==> config.mk <==
export PLATFORM = sky130hd
export DESIGN_NAME = core_evt_timer
export DESIGN_NICKNAME = d
export VERILOG_FILES = /design/src/rtl/ptim_pkg.sv /design/src/rtl/ptim_free_cnt.sv /design/src/rtl/ptim_evt_unit.sv /design/src/rtl/ptim_regs.sv /design/src/rtl/core_evt_timer.sv
export SDC_FILE = /design/constraint.sdc
export NUM_CORES = 1
export LEC_CHECK = 0
export ABC_AREA = 0
export BUFFER_PORTS_ARGS = -buffer_cell sky130_fd_sc_hd__buf_4
export CAP_MARGIN = 0
export CORE_AREA = 2 2 124 138
export CTS_BUF_LIST = sky130_fd_sc_hd__clkbuf_8
export DETAILED_ROUTE_END_ITERATION = 8
export DIE_AREA = 0 0 126 140
export PLACE_DENSITY = 0.62
export SETUP_SLACK_MARGIN = 0.4
export SLEW_MARGIN = 25
export SYNTH_ARGS = -nofsm -noshare
export SYNTH_HDL_FRONTEND = slang
export SYNTH_HIERARCHICAL = 1
export SYNTH_SLANG_ARGS = --single-unit
==> constraint.sdc <==
create_clock -name clk_i -period 1.84 [get_ports clk_i]
set_input_delay 0.46 -clock clk_i [delete_from_list [all_inputs] [get_ports clk_i]]
set_output_delay 0.46 -clock clk_i [all_outputs]
set_load 0.01 [all_outputs]
==> src/rtl/ptim_pkg.sv <==
package ptim_pkg;
  localparam int unsigned IDX_W = 3;
  localparam logic [IDX_W-1:0] IDX_CTRL = 3'd0;
  localparam logic [IDX_W-1:0] IDX_STAT = 3'd1;
  localparam logic [IDX_W-1:0] IDX_TICK = 3'd3;
  localparam logic [IDX_W-1:0] IDX_LOAD = 3'd6;
endpackage

==> src/rtl/ptim_free_cnt.sv <==
module ptim_free_cnt #(
  parameter int unsigned CNT_W = 32
) (
  input  logic             clk_i,
  input  logic             rst_ni,
  output logic [CNT_W-1:0] tick_o
);
  logic [CNT_W-1:0] tick_q;
  logic             run_q;

  always_ff @(posedge clk_i or negedge rst_ni) begin
    if (!rst_ni) tick_q <= '0;
    else         tick_q <= tick_q + 1'b1;
  end

  always_ff @(posedge clk_i or negedge rst_ni) begin
    if (!rst_ni) run_q <= 1'b0;
    else         run_q <= 1'b1;
  end

  assign tick_o = tick_q;


  tick_step_chk: assert property (@(posedge clk_i) disable iff (!rst_ni)
    run_q |-> tick_q == $past(tick_q) + 1'b1);
endmodule

==> src/rtl/ptim_evt_unit.sv <==
module ptim_evt_unit #(
  parameter int unsigned CNT_W = 32
) (
  input  logic             clk_i,
  input  logic             rst_ni,
  input  logic             en_i,
  input  logic             load_we_i,
  input  logic [CNT_W-1:0] load_val_i,
  output logic             fire_o
);
  localparam logic [CNT_W-1:0] ONE = {{(CNT_W-1){1'b0}}, 1'b1};

  logic [CNT_W-1:0] cnt_q;
  logic             armed_q;

  always_ff @(posedge clk_i or negedge rst_ni) begin
    if (!rst_ni) begin
      cnt_q   <= '0;
      armed_q <= 1'b0;
    end else if (load_we_i) begin
      cnt_q   <= load_val_i;
      armed_q <= en_i && (load_val_i != '0);
    end else if (armed_q && en_i) begin
      cnt_q <= cnt_q - 1'b1;
      if (cnt_q == ONE) armed_q <= 1'b0;
    end else if (!en_i) begin
      armed_q <= 1'b0;
    end
  end

  assign fire_o = armed_q && en_i && !load_we_i && (cnt_q == ONE);


  countdown_chk: assert property (@(posedge clk_i) disable iff (!rst_ni)
    (armed_q && en_i && !load_we_i && cnt_q > ONE) |=> (armed_q && cnt_q == $past(cnt_q) - 1'b1));

  reload_chk: assert property (@(posedge clk_i) disable iff (!rst_ni)
    load_we_i |=> cnt_q == $past(load_val_i));

  disarm_chk: assert property (@(posedge clk_i) disable iff (!rst_ni)
    (!en_i) |=> !armed_q);

  stop_chk: assert property (@(posedge clk_i) disable iff (!rst_ni)
    fire_o |=> !armed_q);
endmodule

==> src/rtl/ptim_regs.sv <==
module ptim_regs
  import ptim_pkg::*;
#(
  parameter int unsigned CNT_W = 32
) (
  input  logic             clk_i,
  input  logic             rst_ni,
  input  logic [IDX_W-1:0] idx_i,
  input  logic             we_i,
  input  logic [CNT_W-1:0] wdata_i,
  input  logic [CNT_W-1:0] tick_i,
  input  logic             fire_i,
  output logic             en_o,
  output logic             load_we_o,
  output logic [CNT_W-1:0] load_val_o,
  output logic [CNT_W-1:0] rdata_o,
  output logic             irq_o
);
  logic             en_q, pend_q;
  logic [CNT_W-1:0] load_q;
  logic             wr_ctrl, wr_stat, wr_load;

  always_comb begin
    wr_ctrl = we_i && (idx_i == IDX_CTRL);
    wr_stat = we_i && (idx_i == IDX_STAT);
    wr_load = we_i && (idx_i == IDX_LOAD);
  end

  always_ff @(posedge clk_i or negedge rst_ni) begin
    if (!rst_ni) begin
      en_q   <= 1'b0;
      pend_q <= 1'b0;
      load_q <= '0;
    end else begin
      if (wr_ctrl) en_q <= wdata_i[0];
      if (wr_load) load_q <= wdata_i;
      // expiry outranks a same-cycle clear
      if (fire_i)                      pend_q <= 1'b1;
      else if (wr_stat && !wdata_i[0]) pend_q <= 1'b0;
    end
  end

  always_comb begin
    rdata_o = '0;
    case (idx_i)
      IDX_CTRL: rdata_o[0] = en_q;
      IDX_STAT: rdata_o[0] = pend_q;
      IDX_TICK: rdata_o    = tick_i;
      IDX_LOAD: rdata_o    = load_q;
      default:  rdata_o    = '0;
    endcase
  end

  assign en_o       = en_q;
  assign load_we_o  = wr_load;
  assign load_val_o = wdata_i;
  assign irq_o      = pend_q & en_q;


  clear_chk: assert property (@(posedge clk_i) disable iff (!rst_ni)
    (wr_stat && !wdata_i[0] && !fire_i) |=> !pend_q);

  fire_wins_chk: assert property (@(posedge clk_i) disable iff (!rst_ni)
    fire_i |=> pend_q);

  pend_hold_chk: assert property (@(posedge clk_i) disable iff (!rst_ni)
    (pend_q && !wr_stat) |=> pend_q);

  fire_en_chk: assert property (@(posedge clk_i) disable iff (!rst_ni)
    fire_i |-> en_q);
endmodule

==> src/rtl/core_evt_timer.sv <==
module core_evt_timer
  import ptim_pkg::*;
#(
  parameter int unsigned CNT_W = 32
) (
  input  logic             clk_i,
  input  logic             rst_ni,
  input  logic [2:0]       idx_i,
  input  logic             we_i,
  input  logic [CNT_W-1:0] wdata_i,
  output logic [CNT_W-1:0] rdata_o,
  output logic             irq_o
);
  logic [CNT_W-1:0] tick;
  logic [CNT_W-1:0] load_val;
  logic             en, load_we, fire;

  ptim_free_cnt #(.CNT_W(CNT_W)) u_free (
    .clk_i  (clk_i),
    .rst_ni (rst_ni),
    .tick_o (tick)
  );

  ptim_evt_unit #(.CNT_W(CNT_W)) u_evt (
    .clk_i      (clk_i),
    .rst_ni     (rst_ni),
    .en_i       (en),
    .load_we_i  (load_we),
    .load_val_i (load_val),
    .fire_o     (fire)
  );

  ptim_regs #(.CNT_W(CNT_W)) u_regs (
    .clk_i      (clk_i),
    .rst_ni     (rst_ni),
    .idx_i      (idx_i),
    .we_i       (we_i),
    .wdata_i    (wdata_i),
    .tick_i     (tick),
    .fire_i     (fire),
    .en_o       (en),
    .load_we_o  (load_we),
    .load_val_o (load_val),
    .rdata_o    (rdata_o),
    .irq_o      (irq_o)
  );


  irq_rise_chk: assert property (@(posedge clk_i) disable iff (!rst_ni)
    $rose(irq_o) |-> $past(fire) || $past(we_i && idx_i == IDX_CTRL));
endmodule

## Word-level counts from Yosys, hierarchy flattened

Index checks and enable logic that the tools add are counted.

- Eq/ne operators: 6
- Mux-type cells: 10
- Reduce and logical (&&, ||, !) cells: 15
- Bitwise operators: 1
- Add/subtract/negate cells: 2

Operators with widths:

| operator | count |
|---|---|
| $mux W32 | 2 |
| $pmux W31 S2 | 1 |
| $add A32 B1 Y32 const B | 1 |
| $eq A32 B1 Y1 const B | 1 |
| $reduce_bool A32 Y1 | 1 |
| $sub A32 B1 Y32 const B | 1 |
| $logic_and A1 B1 Y1 | 8 |
| $mux W1 | 6 |
| $pmux W1 S4 | 1 |
| $reduce_bool A2 Y1 | 2 |
| $eq A3 B1 Y1 const B | 1 |
| $eq A3 B2 Y1 const B | 1 |
| $eq A3 B3 Y1 const B | 1 |
| $logic_not A3 Y1 | 1 |
| $ne A3 B2 Y1 const B | 1 |
| $ne A3 B3 Y1 const B | 1 |
| $logic_not A1 Y1 | 2 |
| $reduce_and A2 Y1 | 1 |
| $and A1 B1 Y1 | 1 |

- Input bits: 38
- Register bits after elaboration: 99
- Output and inout port bits: 33
- Word-level logic and storage cells: 40

## Longest topological paths before layout

Gate-level depths: netlist of run 1.

- Depth in word-level cells: 6
- Mapped depth: 10
- Gate-level depth less buffers: 7

## By module

Netlist of run 1, hierarchy kept.

By module, submodules not included:

| module | times used | area each (um^2) | cells an instance |
|---|---|---|---|
| ptim_regs | 1 | 2094.5 | 157 |
| ptim_evt_unit | 1 | 2050.7 | 216 |
| ptim_free_cnt | 1 | 1478.9 | 127 |

## Worst setup path before layout of run 1

OpenSTA, ideal clock, no wires.

- Path kind: reg2reg
- Start: register u_evt.cnt_q[8]
- End: register u_regs.pend_q
- Setup time: 0.082 ns
- Buffers on the path: 2
- Data required time: 1.758 ns
- Setup slack: -0.118 ns
- Cell stages (with the launch flop): 10
- Arrival time: 1.876 ns
- Cell sequence: dfrtp_1 -> or3_4 -> nand2b_4 -> buf_6 -> buf_6 -> nor4_1 -> nand3_1 -> nor2_1 -> nor4b_1 -> a31oi_1

- Cells in the longest elaborated chain, start to end: 3
- Elaborated cells on any way between the ends: 4

RTL lines:

| item | line | RTL |
|---|---|---|
| start, declared | ptim_evt_unit.sv:13 | `logic [CNT_W-1:0] cnt_q;` |
| start signal, assigned | ptim_evt_unit.sv:21 | `cnt_q <= load_val_i;` |
| start signal, assigned | ptim_evt_unit.sv:24 | `cnt_q <= cnt_q - 1'b1;` |
| $eq A32 B1 Y1 * | ptim_evt_unit.sv:31 | `assign fire_o = armed_q && en_i && !load_we_i && (cnt_q == ONE);` |
| $logic_and A1 B1 Y1 * | ptim_evt_unit.sv:31 |  |
| named net fire | core_evt_timer.sv:16 | `logic en, load_we, fire;` |
| $mux W1 / $reduce_bool A2 Y1 (equally long branches) | - |  |
| end signal, assigned | ptim_regs.sv:32 | `pend_q <= 1'b0;` |
| end signal, assigned | ptim_regs.sv:38 | `if (fire_i) pend_q <= 1'b1;` |
| end signal, assigned | ptim_regs.sv:39 | `else if (wr_stat && !wdata_i[0]) pend_q <= 1'b0;` |
| end, declared | ptim_regs.sv:19 | `logic en_q, pend_q;` |

Mark *: on every way through the listed nets, which the timed path passes. The rest lies on a longest branch.
A chain may end at the register's enable or synchronous reset.

## Final worst setup path of run 1

- Start: register u_evt.cnt_q[17]
- End: register u_evt.cnt_q[22]

- Cells in the longest elaborated chain, start to end: 3

RTL lines:

| item | line | RTL |
|---|---|---|
| $sub A32 B1 Y32 | ptim_evt_unit.sv:24 |  |
| $mux W32 | ptim_evt_unit.sv:23 | `end else if (armed_q && en_i) begin` |
| $mux W32 | ptim_evt_unit.sv:20 | `end else if (load_we_i) begin` |

Every way passes these cells. The select of a mux whose other input is x is not followed.

==> metrics.yaml, run 1 <==
route:
  remaining_drc_errors: 0
  num_vias: 4289
  drt_iter0_markers: 297
  routed_via_density: 5.19
  drt.antenna.violating_nets: 0
  detail_route.wirelength.met1_um: 6280
  routed.top_layer: "met4"
  wl_met3_um: 486
  drt_pass1_iterations: 5
  wl_um: 15300
  met2RoutedLength_um: 8040
  routedWlPerCell_um: 18.5
yosys:
  synth-warning-count: 6
  seq_area_frac_synth: 0.440
  number_of_flops_mapped_to_enable_cells_by_yosys: 0
  avgSynthCellArea_sq_um: 11.2
  syn-instance-count: 500
  synth.lib_cells_used.distinct: 49
  syn_area_sq_um: 5620
  total_nets_after_synthesis: 541
  count_of_state_elements_after_synthesis: 99
  yosysTopAreaCellShare: 0.440
  synth_ff_type: "dfrtp_1"
  netlist_top_cells_area: "dfrtp_1 (44%), mux2_4 (7.7%), xnor2_1 (5.5%)"
  synth.largest_area_cell: "dfrtp_1"
  async_flop_share: 1.00
place:
  place_inst: 763
  detailed_place_hpwl_um: 10100
  placed_area_sq_um: 6630
  global_placer_s_final_weighted_congestion: 0.854
  io_buffer_count: 70
timing:
  report.final.slew_viol_count: 0
  min_cycle_time_layout_ns: 1.92
  clock-skew-final_ns: 0.0102
  max_freq_mhz: 522
  setup_violations: 7
  worst_pin_slew_ns: 0.465
  finalSetupTns_ns: -0.226
  timing.final.hold_violations: 0
  final.setup.worst_slack_ns: -0.0757
  post-route-period-util: 1.04
  rsz0062_at_grt: "yes"
  max-slew-margin-rel: 0.687
global_route:
  groute.usage.overall: 0.175
  first_global_vias: 4546
  grt-ovfl-total: 0
  grt_start_max_net_pins: 44
  grt_antenna_before_repair: 0
  grt_first_pass_wirelength_um: 24300
clock_tree:
  cts_htree_levels: 3
  insertion_delay_ns: 0.37
  clock-root-buffer: "clkbuf_8"
  cts_max_path_buffers: 2
  tritoncts: "built"
  number_of_buffers_added_to_fix_hold_violations_after_cts: 0
  reg_clk_slew_reported_paths_ns: 0.09
  cts_made_buffers: 9
  cts.sinks: 99
finish:
  finish.utilization: 0.490
  area.sequential_sq_um: 2490
  layout_commonest_cell: "buf_4"
  nets: 661
  antenna-diode-count: 0
  flow.area_growth_from_synthesis_pct: 41.1
  area_used_by_multi_input_combinational_logic_sq_um: 3320
  drive_above_1_share: 0.515
  most_frequent_cells_in_the_layout: "buf_4 (96), dfrtp_1 (88), buf_6 (53), nand2_1 (42)"
  layout.cells.non_filler: 827
  postLayoutCellArea_sq_um: 7940
  num-fill-cells: 1389
worst_hold_path:
  timing.hold.worst.class: "in -> async"
power_and_ir_drop:
  power.net_switching_w: 0.00178
  power_frac_comb: 0.293
  worst_ir_drop_vdd_mv: 0.423
  p_sw_frac: 0.306
  power_frac_clock: 0.222
  leakage_component_of_the_power_nw: 3.80
  power-per-cell-area_nw_per_um2: 733
  internal_portion_of_total_power_w: 0.00403
  sequentialPowerShare: 0.485
outcome:
  status: "complete, but fails checks"
  violations_in_the_final_reports: "setup timing"
setup_path:
  cp_arrival_ns: 2.19
  timing.rr.end: "u_evt/cnt_q[22]"
  worst-endpoint-required_ns: 2.11
  regToRegSetupSlack_ns: -0.08
  worstRegToRegCells: 5
  crit_slowest_cell: "or4_4"
  critPathLaunchType: "flip-flop"
  critical_path_peak_fanout: 3
  largest_delay_contributor_family_on_the_critical_path: "simple AND/OR/NAND/NOR gates"
  critPathCaptureType: "flip-flop"
  timing.critical_path.cells: "or4_4, or3_4, nor4_4, xor2_1, o21a_1"
  cp_num_buf_inv: 0
  worst-setup-path-type: "reg -> reg"
  slowest_stage_delay_on_critical_path_ns: 0.54
  regToRegStartpoint: "u_evt/cnt_q[17]"
die:
  die_h_um: 140
  rows: 49
  initial_cell_density_of_the_core: 0.347
  core_area_sq_um: 16200
  floorplan.die.width_um: 126
  io_pins: 71
  die_outline_area_sq_um: 17600
job:
  max_cap_viol_count: 0
## area by class of cell
cell class	count	share of cell area
multi-input combinational	334	0.418
sequential	99	0.314
timing repair buffer	167	0.210
tap	204	0.0322
clock buffer	11	0.0191
inverter	9	0.00426
clock inverter	3	0.00205
## cell usage after synthesis (all sizes together), types with 9 or more instances
master	instances
nor3	17
inv	9
nor2	15
xnor2	35
nand2	43
nand3	17
a22o	31
o21ai	29
mux2	36
buf	53
nor4	33
xor2	26
dfrtp	99
## worst max-delay path by stage
stage | to | cells past startpoint | start | slack [ns]
final | u_evt/cnt_q[22] | 5 | u_evt/cnt_q[17] | -0.08
after floorplan | u_regs/pend_q | 9 | u_evt/cnt_q[8] | -0.02
after CTS | u_evt/cnt_q[22] | 5 | u_evt/cnt_q[17] | -0.05
after global routing | u_regs/pend_q | 7 | u_evt/cnt_q[22] | -0.15
after detailed placement | u_evt/cnt_q[26] | 6 | u_evt/cnt_q[17] | -0.06
after global placement | u_evt/armed_q | 6 | wdata_i[26] | -0.05
## power by group through the flow
| stage | combinational [W] | sequential, W | clock (W) |
|---|---|---|---|
| detailed placement | 0.00122 | 0.00281 | 0 |
| CTS | 0.00156 | 0.00281 | 0.00133 |
| global route | 0.00182 | 0.00285 | 0.00142 |
| floorplan | 0.000793 | 0.00277 | 0 |
| finish | 0.00170 | 0.00282 | 0.00129 |
| global placement | 0.00118 | 0.00279 | 0 |
## flip-flops by register name (all words and copies together) (netlist names)
name	flops
u_regs/en_o	1
u_free/tick_o	32
u_regs/pend_q	1
u_regs/load_q	32
u_evt/cnt_q	32
u_evt/armed_q	1
## routing by layer
metal	vias to the layer above	GRT usage
met5	-	0
met4	0	0.0746
met3	33	0.0344
met2	87	0.303
met1	2180	0.211
li1	1989	-
## worst register-to-register path, stage by stage (launching register included)
cell and delay [ns]:
dfrtp_2 0.45, or4_4 0.54, or3_4 0.38, nor4_4 0.16
xor2_1 0.10, o21a_1 0.18
## repair_timing
| item | in CTS | in global routing |
|---|---|---|
| gates cloned | 2 | 0 |
| endpoints found under the setup margin | 81 | 87 |
| gates resized for setup | 132 | 33 |
| pin swaps | 41 | 35 |
| setup buffers | 29 | 19 |
## logic make-up (layout without fill, tap and decap cells)
logic type,Yosys count,count (layout),synth area share
and+or+nand+nor,167,169,0.198
AOI/OAI and AO/OA,64,64,0.0790
DFF,99,99,0.440
xor gates and xnor gates,61,61,0.0950
buffers and inverters,69,190,0.0872
muxes,37,37,0.0932
adders and majority gates,3,3,0.00667
## per-stage QoR
step                      power [W]  setup slack (ns)  hold slack, ns
final                       0.00582           -0.0757          0.0250
after global routing        0.00609            -0.149          0.0317
after CTS                   0.00570           -0.0471          0.0174
after detailed placement    0.00402           -0.0599           0.435
after global placement      0.00396           -0.0471           0.433
after floorplan             0.00356           -0.0183           0.164
No activity file was read; power rests on OpenSTA's default activity.
==> run 2, diff against run 1 <==
--- a/config.mk
+++ b/config.mk
@@ -6,7 +6,7 @@
 export NUM_CORES = 1
 export LEC_CHECK = 0
 export ABC_AREA = 0
-export BUFFER_PORTS_ARGS = -buffer_cell sky130_fd_sc_hd__buf_4
+export BUFFER_PORTS_ARGS = -buffer_cell sky130_fd_sc_hd__buf_2
 export CAP_MARGIN = 0
 export CORE_AREA = 2 2 124 138
 export CTS_BUF_LIST = sky130_fd_sc_hd__clkbuf_8
==> run 2 against run 1 <==
Against the previous run: first-iteration DRC count fell by 20%; clock power rose by 11%; the run still ends with setup timing left; register-to-register slack barely moved; largest power group unchanged; sequential share of layout area rose by 0.25 points; sequential power barely moved; critical path type unchanged; fmax barely moved; via count rose by 1.9%; non-clock buffer count rose by 17; wire length rose by 1.3%; global-route usage barely moved; largest cell class unchanged.
==> metrics.yaml, run 2 (synthesis results as in run 1) <==
timing:
  max-slew-margin-rel: 0.648  # -0.0393
  post-route-period-util: 1.04  # about the same
  timing.final.hold_violations: 0  # unchanged
  min_cycle_time_layout_ns: 1.91  # -0.000831 ns
  max_freq_mhz: 522  # about the same
  final.setup.worst_slack_ns: -0.0749  # +0.000831 ns
  report.final.slew_viol_count: 0  # unchanged
  setup_violations: 3  # -4
  rsz0062_at_grt: "yes"
  worst_pin_slew_ns: 0.523  # +0.0584 ns
  finalSetupTns_ns: -0.137  # +0.0892 ns
  clock-skew-final_ns: 0.0104  # +0.000207 ns
route:
  drt.antenna.violating_nets: 0  # unchanged
  drt_pass1_iterations: 4  # -1
  routedWlPerCell_um: 18.3  # -1.1%
  remaining_drc_errors: 0  # unchanged
  drt_iter0_markers: 237  # -20%
  routed_via_density: 5.16  # -0.49%
  wl_um: 15500  # +1.3%
  num_vias: 4371  # +1.9%
setup_path:
  cp_arrival_ns: 2.17  # -0.02 ns
  critPathCaptureType: "flip-flop"
  slowest_stage_delay_on_critical_path_ns: 0.57  # +0.03 ns
  timing.critical_path.cells: "or4_4, or3_4, nor4_4, xor2_1, o21a_1"
  worst-endpoint-required_ns: 2.09  # -0.02 ns
  worst-setup-path-type: "reg -> reg"
  critPathLaunchType: "flip-flop"
  regToRegSetupSlack_ns: -0.07  # about the same
  critical_path_peak_fanout: 3  # unchanged
  largest_delay_contributor_family_on_the_critical_path: "simple AND/OR/NAND/NOR gates"
  crit_slowest_cell: "or4_4"
  cp_num_buf_inv: 0  # unchanged
clock_tree:
  clock-root-buffer: "clkbuf_8"
  cts_htree_levels: 3  # unchanged
  reg_clk_slew_reported_paths_ns: 0.10  # about the same
  insertion_delay_ns: 0.36  # about the same
  cts.sinks: 99  # unchanged
  tritoncts: "built"
  cts_max_path_buffers: 2  # unchanged
  cts_made_buffers: 9  # unchanged
finish:
  flow.area_growth_from_synthesis_pct: 39.8
  drive_above_1_share: 0.532  # +0.0167
  nets: 677  # +2.4%
  layout_commonest_cell: "dfrtp_1"
  num-fill-cells: 1392  # +0.22%
  area.sequential_sq_um: 2490  # -0.10%
  most_frequent_cells_in_the_layout: "dfrtp_1 (90), buf_2 (66), buf_4 (65), nand2_1 (41), buf_6 (36)"
  area_used_by_multi_input_combinational_logic_sq_um: 3350  # +0.87%
  postLayoutCellArea_sq_um: 7870  # -0.88%
  finish.utilization: 0.486  # -0.00433
global_route:
  grt_antenna_before_repair: 1  # +1
  grt_start_max_net_pins: 36  # -18%
  groute.usage.overall: 0.175  # about the same
  first_global_vias: 4660  # +2.5%
  grt_first_pass_wirelength_um: 24800  # +1.8%
  grt-ovfl-total: 0  # unchanged
power_and_ir_drop:
  internal_portion_of_total_power_w: 0.00416  # +3.1%
  sequentialPowerShare: 0.469  # -0.016
  leakage_component_of_the_power_nw: 3.85  # +1.3%
  power_frac_clock: 0.238  # +0.016
  worst_ir_drop_vdd_mv: 0.385  # -9.1%
  p_sw_frac: 0.307  # +0.000487
  power-per-cell-area_nw_per_um2: 763  # +4.1%
  power.net_switching_w: 0.00184  # +3.3%
  power_frac_comb: 0.293  # about the same
place:
  global_placer_s_final_weighted_congestion: 0.870  # +1.9%
  io_buffer_count: 70  # unchanged
  placed_area_sq_um: 6500  # -2.0%
  detailed_place_hpwl_um: 10200  # +1.7%
die:
  floorplan.die.width_um: 126  # unchanged
  die_outline_area_sq_um: 17600  # unchanged
  die_h_um: 140  # unchanged
  initial_cell_density_of_the_core: 0.347  # unchanged
  core_area_sq_um: 16200  # unchanged
  rows: 49  # unchanged
  io_pins: 71  # unchanged
outcome:
  violations_in_the_final_reports: "setup timing"
  status: "complete, but fails checks"
worst_hold_path:
  timing.hold.worst.class: "in -> async"
job:
  max_cap_viol_count: 0  # unchanged
==> run 2: path summary, 6_finish.rpt <==
check                      cells past startpoint                end         startpoint
setup reg to reg                               5    u_evt/cnt_q[22]    u_evt/cnt_q[18]
min in group clk_i                             2      u_regs/pend_q               we_i
max in group asynchronous                      2  u_free/tick_o[11]             rst_ni
hold / removal                                 1   u_regs/load_q[0]             rst_ni
hold reg to reg                                1  u_free/tick_o[31]  u_free/tick_o[31]
setup / recovery                               5    u_evt/cnt_q[22]    u_evt/cnt_q[18]
==> run 2: timing repair <==
item	CTS	global route
setup endpoints to repair	82	85
cloned	1	0
pin swaps	42	36
gates resized for setup	116	37
buffers inserted	37	24
hold buffers	0	0
==> run 2: cell type report <==
type                       instances  share of cell area
multi-input combinational        333               0.426
sequential                        99               0.316
timing repair buffer             184               0.196
tap                              204              0.0325
clock buffer                      10              0.0175
clock inverter                     6             0.00732
inverter                           9             0.00430
antenna                            2            0.000636
==> run 2: power by group through the flow <==
stage | clock network [W] | registers [W] | logic (W)
after global placement | 0 | 0.00278 | 0.00114
after CTS | 0.00145 | 0.00281 | 0.00158
final | 0.00143 | 0.00281 | 0.00176
after detailed placement | 0 | 0.00280 | 0.00119
after global routing | 0.00152 | 0.00285 | 0.00189
after floorplan | 0 | 0.00277 | 0.000793
==> run 2: layer usage <==
layer,GRT usage,routed length (um),vias up
met4,0.0561,327,0
met3,0.0267,432,15
li1,-,-,2026
met5,0,0,-
met2,0.316,8320,77
met1,0.213,6410,2253
==> run 2: through the flow <==
| stage | power [W] | hold slack, ns | worst slack (ns) | instances |
|---|---|---|---|---|
| finish | 0.00600 | 0.0600 | -0.0749 | 847 |
| floorplan | 0.00356 | 0.164 | -0.0183 | 500 |
| global route | 0.00627 | 0.0904 | -0.139 | 846 |
| global placement | 0.00393 | 0.461 | -0.137 | 767 |
| detailed placement | 0.00399 | 0.461 | -0.153 | 767 |
| CTS | 0.00585 | 0.0605 | -0.0553 | 821 |
==> run 3, diff against run 2 <==
--- a/config.mk
+++ b/config.mk
@@ -8,11 +8,11 @@
 export ABC_AREA = 0
 export BUFFER_PORTS_ARGS = -buffer_cell sky130_fd_sc_hd__buf_2
 export CAP_MARGIN = 0
-export CORE_AREA = 2 2 124 138
+export CORE_AREA = 2 2 100 112
 export CTS_BUF_LIST = sky130_fd_sc_hd__clkbuf_8
 export DETAILED_ROUTE_END_ITERATION = 8
-export DIE_AREA = 0 0 126 140
-export PLACE_DENSITY = 0.62
+export DIE_AREA = 0 0 102 114
+export PLACE_DENSITY = 0.86
 export SETUP_SLACK_MARGIN = 0.4
 export SLEW_MARGIN = 25
 export SYNTH_ARGS = -nofsm -noshare
==> run 3 against run 2 <==
Against the previous run: the flow still finishes with violations (setup timing); die area decreased by 34%; clock power barely moved; critical endpoint is now u_evt/cnt_q[30]; cell count fell by 5.4%; critical path type unchanged; sequential cell count is the same; critical path depth rose by 2; sequential share of layout area down 0.29 points; power up 4.7%; register-to-register slack lost 0.08 ns; clock-buffer cell count fell by 1; non-clock buffer count is 8 higher; worst hold slack got worse by 0.042 ns.
==> metrics.yaml, run 3 (synthesis results as in run 1) <==
outcome:
  status: "complete, but fails checks"
  violations_in_the_final_reports: "setup timing"
setup_path:
  critical_path_peak_fanout: 5  # +2
  cp_arrival_ns: 2.30  # +0.13 ns
  critPathLaunchType: "flip-flop"
  timing.rr.end: "u_evt/cnt_q[30]"
  worstRegToRegCells: 7  # +2
  regToRegStartpoint: "u_evt/cnt_q[15]"
  critPathCaptureType: "flip-flop"
  startpoint: "u_evt/cnt_q[15]"
  worst-setup-path-type: "reg -> reg"
  regToRegSetupSlack_ns: -0.15  # -0.08 ns
  worst-endpoint-required_ns: 2.14  # +0.05 ns
global_route:
  grt_antenna_before_repair: 4  # +3
  grt-ovfl-total: 0  # unchanged
  groute.usage.overall: 0.314  # +0.140
  first_global_vias: 4870  # +4.5%
  grt_start_max_net_pins: 36  # unchanged
  grt_first_pass_wirelength_um: 27500  # +11%
place:
  global_placer_s_final_weighted_congestion: 0.865  # -0.51%
  io_buffer_count: 70  # unchanged
  detailed_place_hpwl_um: 9650  # -5.7%
  placed_area_sq_um: 6360  # -2.2%
clock_tree:
  insertion_delay_ns: 0.40  # +0.04 ns
  cts_htree_levels: 3  # unchanged
  cts.sinks: 99  # unchanged
  number_of_buffers_added_to_fix_hold_violations_after_cts: 0  # unchanged
  tritoncts: "built"
  cts_made_buffers: 9  # unchanged
  reg_clk_slew_reported_paths_ns: 0.11  # about the same
  clock-root-buffer: "clkbuf_8"
  cts_max_path_buffers: 2  # unchanged
power_and_ir_drop:
  power_w: 0.00628  # +4.7%
  power-per-cell-area_nw_per_um2: 788  # +3.3%
  leakage_component_of_the_power_nw: 3.92  # +1.8%
  worst_ir_drop_vdd_mv: 0.521  # +35%
route:
  wl_um: 22600  # +46%
  routedWlPerCell_um: 28.2  # +54%
  drt.antenna.violating_nets: 0  # unchanged
  num_vias: 5366  # +23%
  remaining_drc_errors: 0  # unchanged
  routed_via_density: 6.70  # +30%
  drt_iter0_markers: 589  # +150%
  drt_pass1_iterations: 6  # +2
die:
  initial_cell_density_of_the_core: 0.530  # +0.183
  die_outline_area_sq_um: 11600  # -34%
  floorplan.die.width_um: 102  # -19%
  io_pins: 71  # unchanged
  die_h_um: 114  # -19%
  core_area_sq_um: 10600  # -34%
  rows: 40  # -18%
timing:
  post-route-period-util: 1.08  # +0.0433
  setup_violations: 53  # +50
  clock-skew-final_ns: 0.0184  # +0.00799 ns
  final.setup.worst_slack_ns: -0.155  # -0.0797 ns
  report.final.slew_viol_count: 0  # unchanged
  worst_pin_slew_ns: 0.512  # -0.0109 ns
  timing.final.hold_violations: 0  # unchanged
  min_cycle_time_layout_ns: 1.99  # +0.0797 ns
  max-slew-margin-rel: 0.655  # +0.00736
  rsz0062_at_grt: "yes"
  max_freq_mhz: 501  # -4.0%
finish:
  nets: 687  # +1.5%
  num-fill-cells: 543  # -61%
  layout_commonest_cell: "dfrtp_1"
  postLayoutCellArea_sq_um: 7970  # +1.3%
  most_frequent_cells_in_the_layout: "dfrtp_1 (83), buf_4 (80), buf_2 (64), nand2_1 (40)"
  flow.area_growth_from_synthesis_pct: 41.6
  drive_above_1_share: 0.558  # +0.0265
job:
  max_cap_viol_count: 0  # unchanged
worst_hold_path:
  timing.hold.worst.class: "in -> async"
run 3: cell types whose count changed in the layout (fill, tap and decap cells not counted), moves of 3 or more:
cell	previous run	this run
xnor2_2	5	8
buf_4	65	80
buf_6	36	30
dfrtp_1	90	83
dfrtp_2	9	16
xnor2_1	30	26
nand3_4	2	5
or3_4	5	8
run 3: worst max-delay path by stage:
stage	cells past startpoint	endpoint	slack [ns]
global route	7	u_evt/cnt_q[28]	-0.23
floorplan	9	u_regs/pend_q	-0.02
detailed placement	7	u_evt/armed_q	-0.10
global placement	7	u_evt/armed_q	-0.13
CTS	5	u_evt/cnt_q[22]	-0.07
finish	7	u_evt/cnt_q[30]	-0.15
run 3: repair_timing:
action | CTS | global route
gates cloned | 5 | 3
buffers inserted | 33 | 37
pin swaps | 32 | 54
gates resized for setup | 80 | 96
endpoints found under the setup margin | 82 | 87
run 3: cell type report:
class	count	area [sq um]	area share
multi-input combinational	335	3460	0.435
sequential	99	2500	0.313
timing repair buffer	192	1600	0.201
tap	147	184	0.0231
clock buffer	9	124	0.0155
clock inverter	6	51.3	0.00644
inverter	9	33.8	0.00424
antenna	4	10.0	0.00126
run 3: critical path: stages (launching register included):
cell and delay, ns:
dfrtp_2 0.46, nor4_4 0.41, nand3b_4 0.16, buf_12 0.17, buf_4 0.14, nor4_4 0.15, xor2_1 0.12, mux2_4 0.28
run 3: metrics by stage:
stage               TNS, ns  cells  worst slack (ns)  hold WS, ns   util
finish                -3.08    801            -0.155       0.0179  0.751
detailed placement   -0.419    704            -0.103        0.452  0.599
CTS                  -0.245    757           -0.0658       0.0588  0.678
global placement     -0.159    704            -0.127        0.447  0.599
floorplan           -0.0183    500           -0.0183        0.164      -
global route          -4.44    801            -0.233       0.0472  0.751
run 3: layer usage:
layer | GRT usage | up-vias | part of all wire
met5 | 0 | - | 0
met4 | 0.154 | 0 | 0.090
met3 | 0.0600 | 195 | 0.097
met2 | 0.536 | 485 | 0.48
met1 | 0.379 | 2639 | 0.34
li1 | - | 2047 | -
run 3: power by group:
group | internal [W] | total (W) | switching, W | leakage (nW)
registers | 0.00251 | 0.00292 | 0.000409 | 1.22
clock network | 0.000604 | 0.00142 | 0.000813 | 0.103
logic | 0.00104 | 0.00194 | 0.000898 | 2.59
total | 0.00416 | 0.00628 | 0.00212 | 3.92
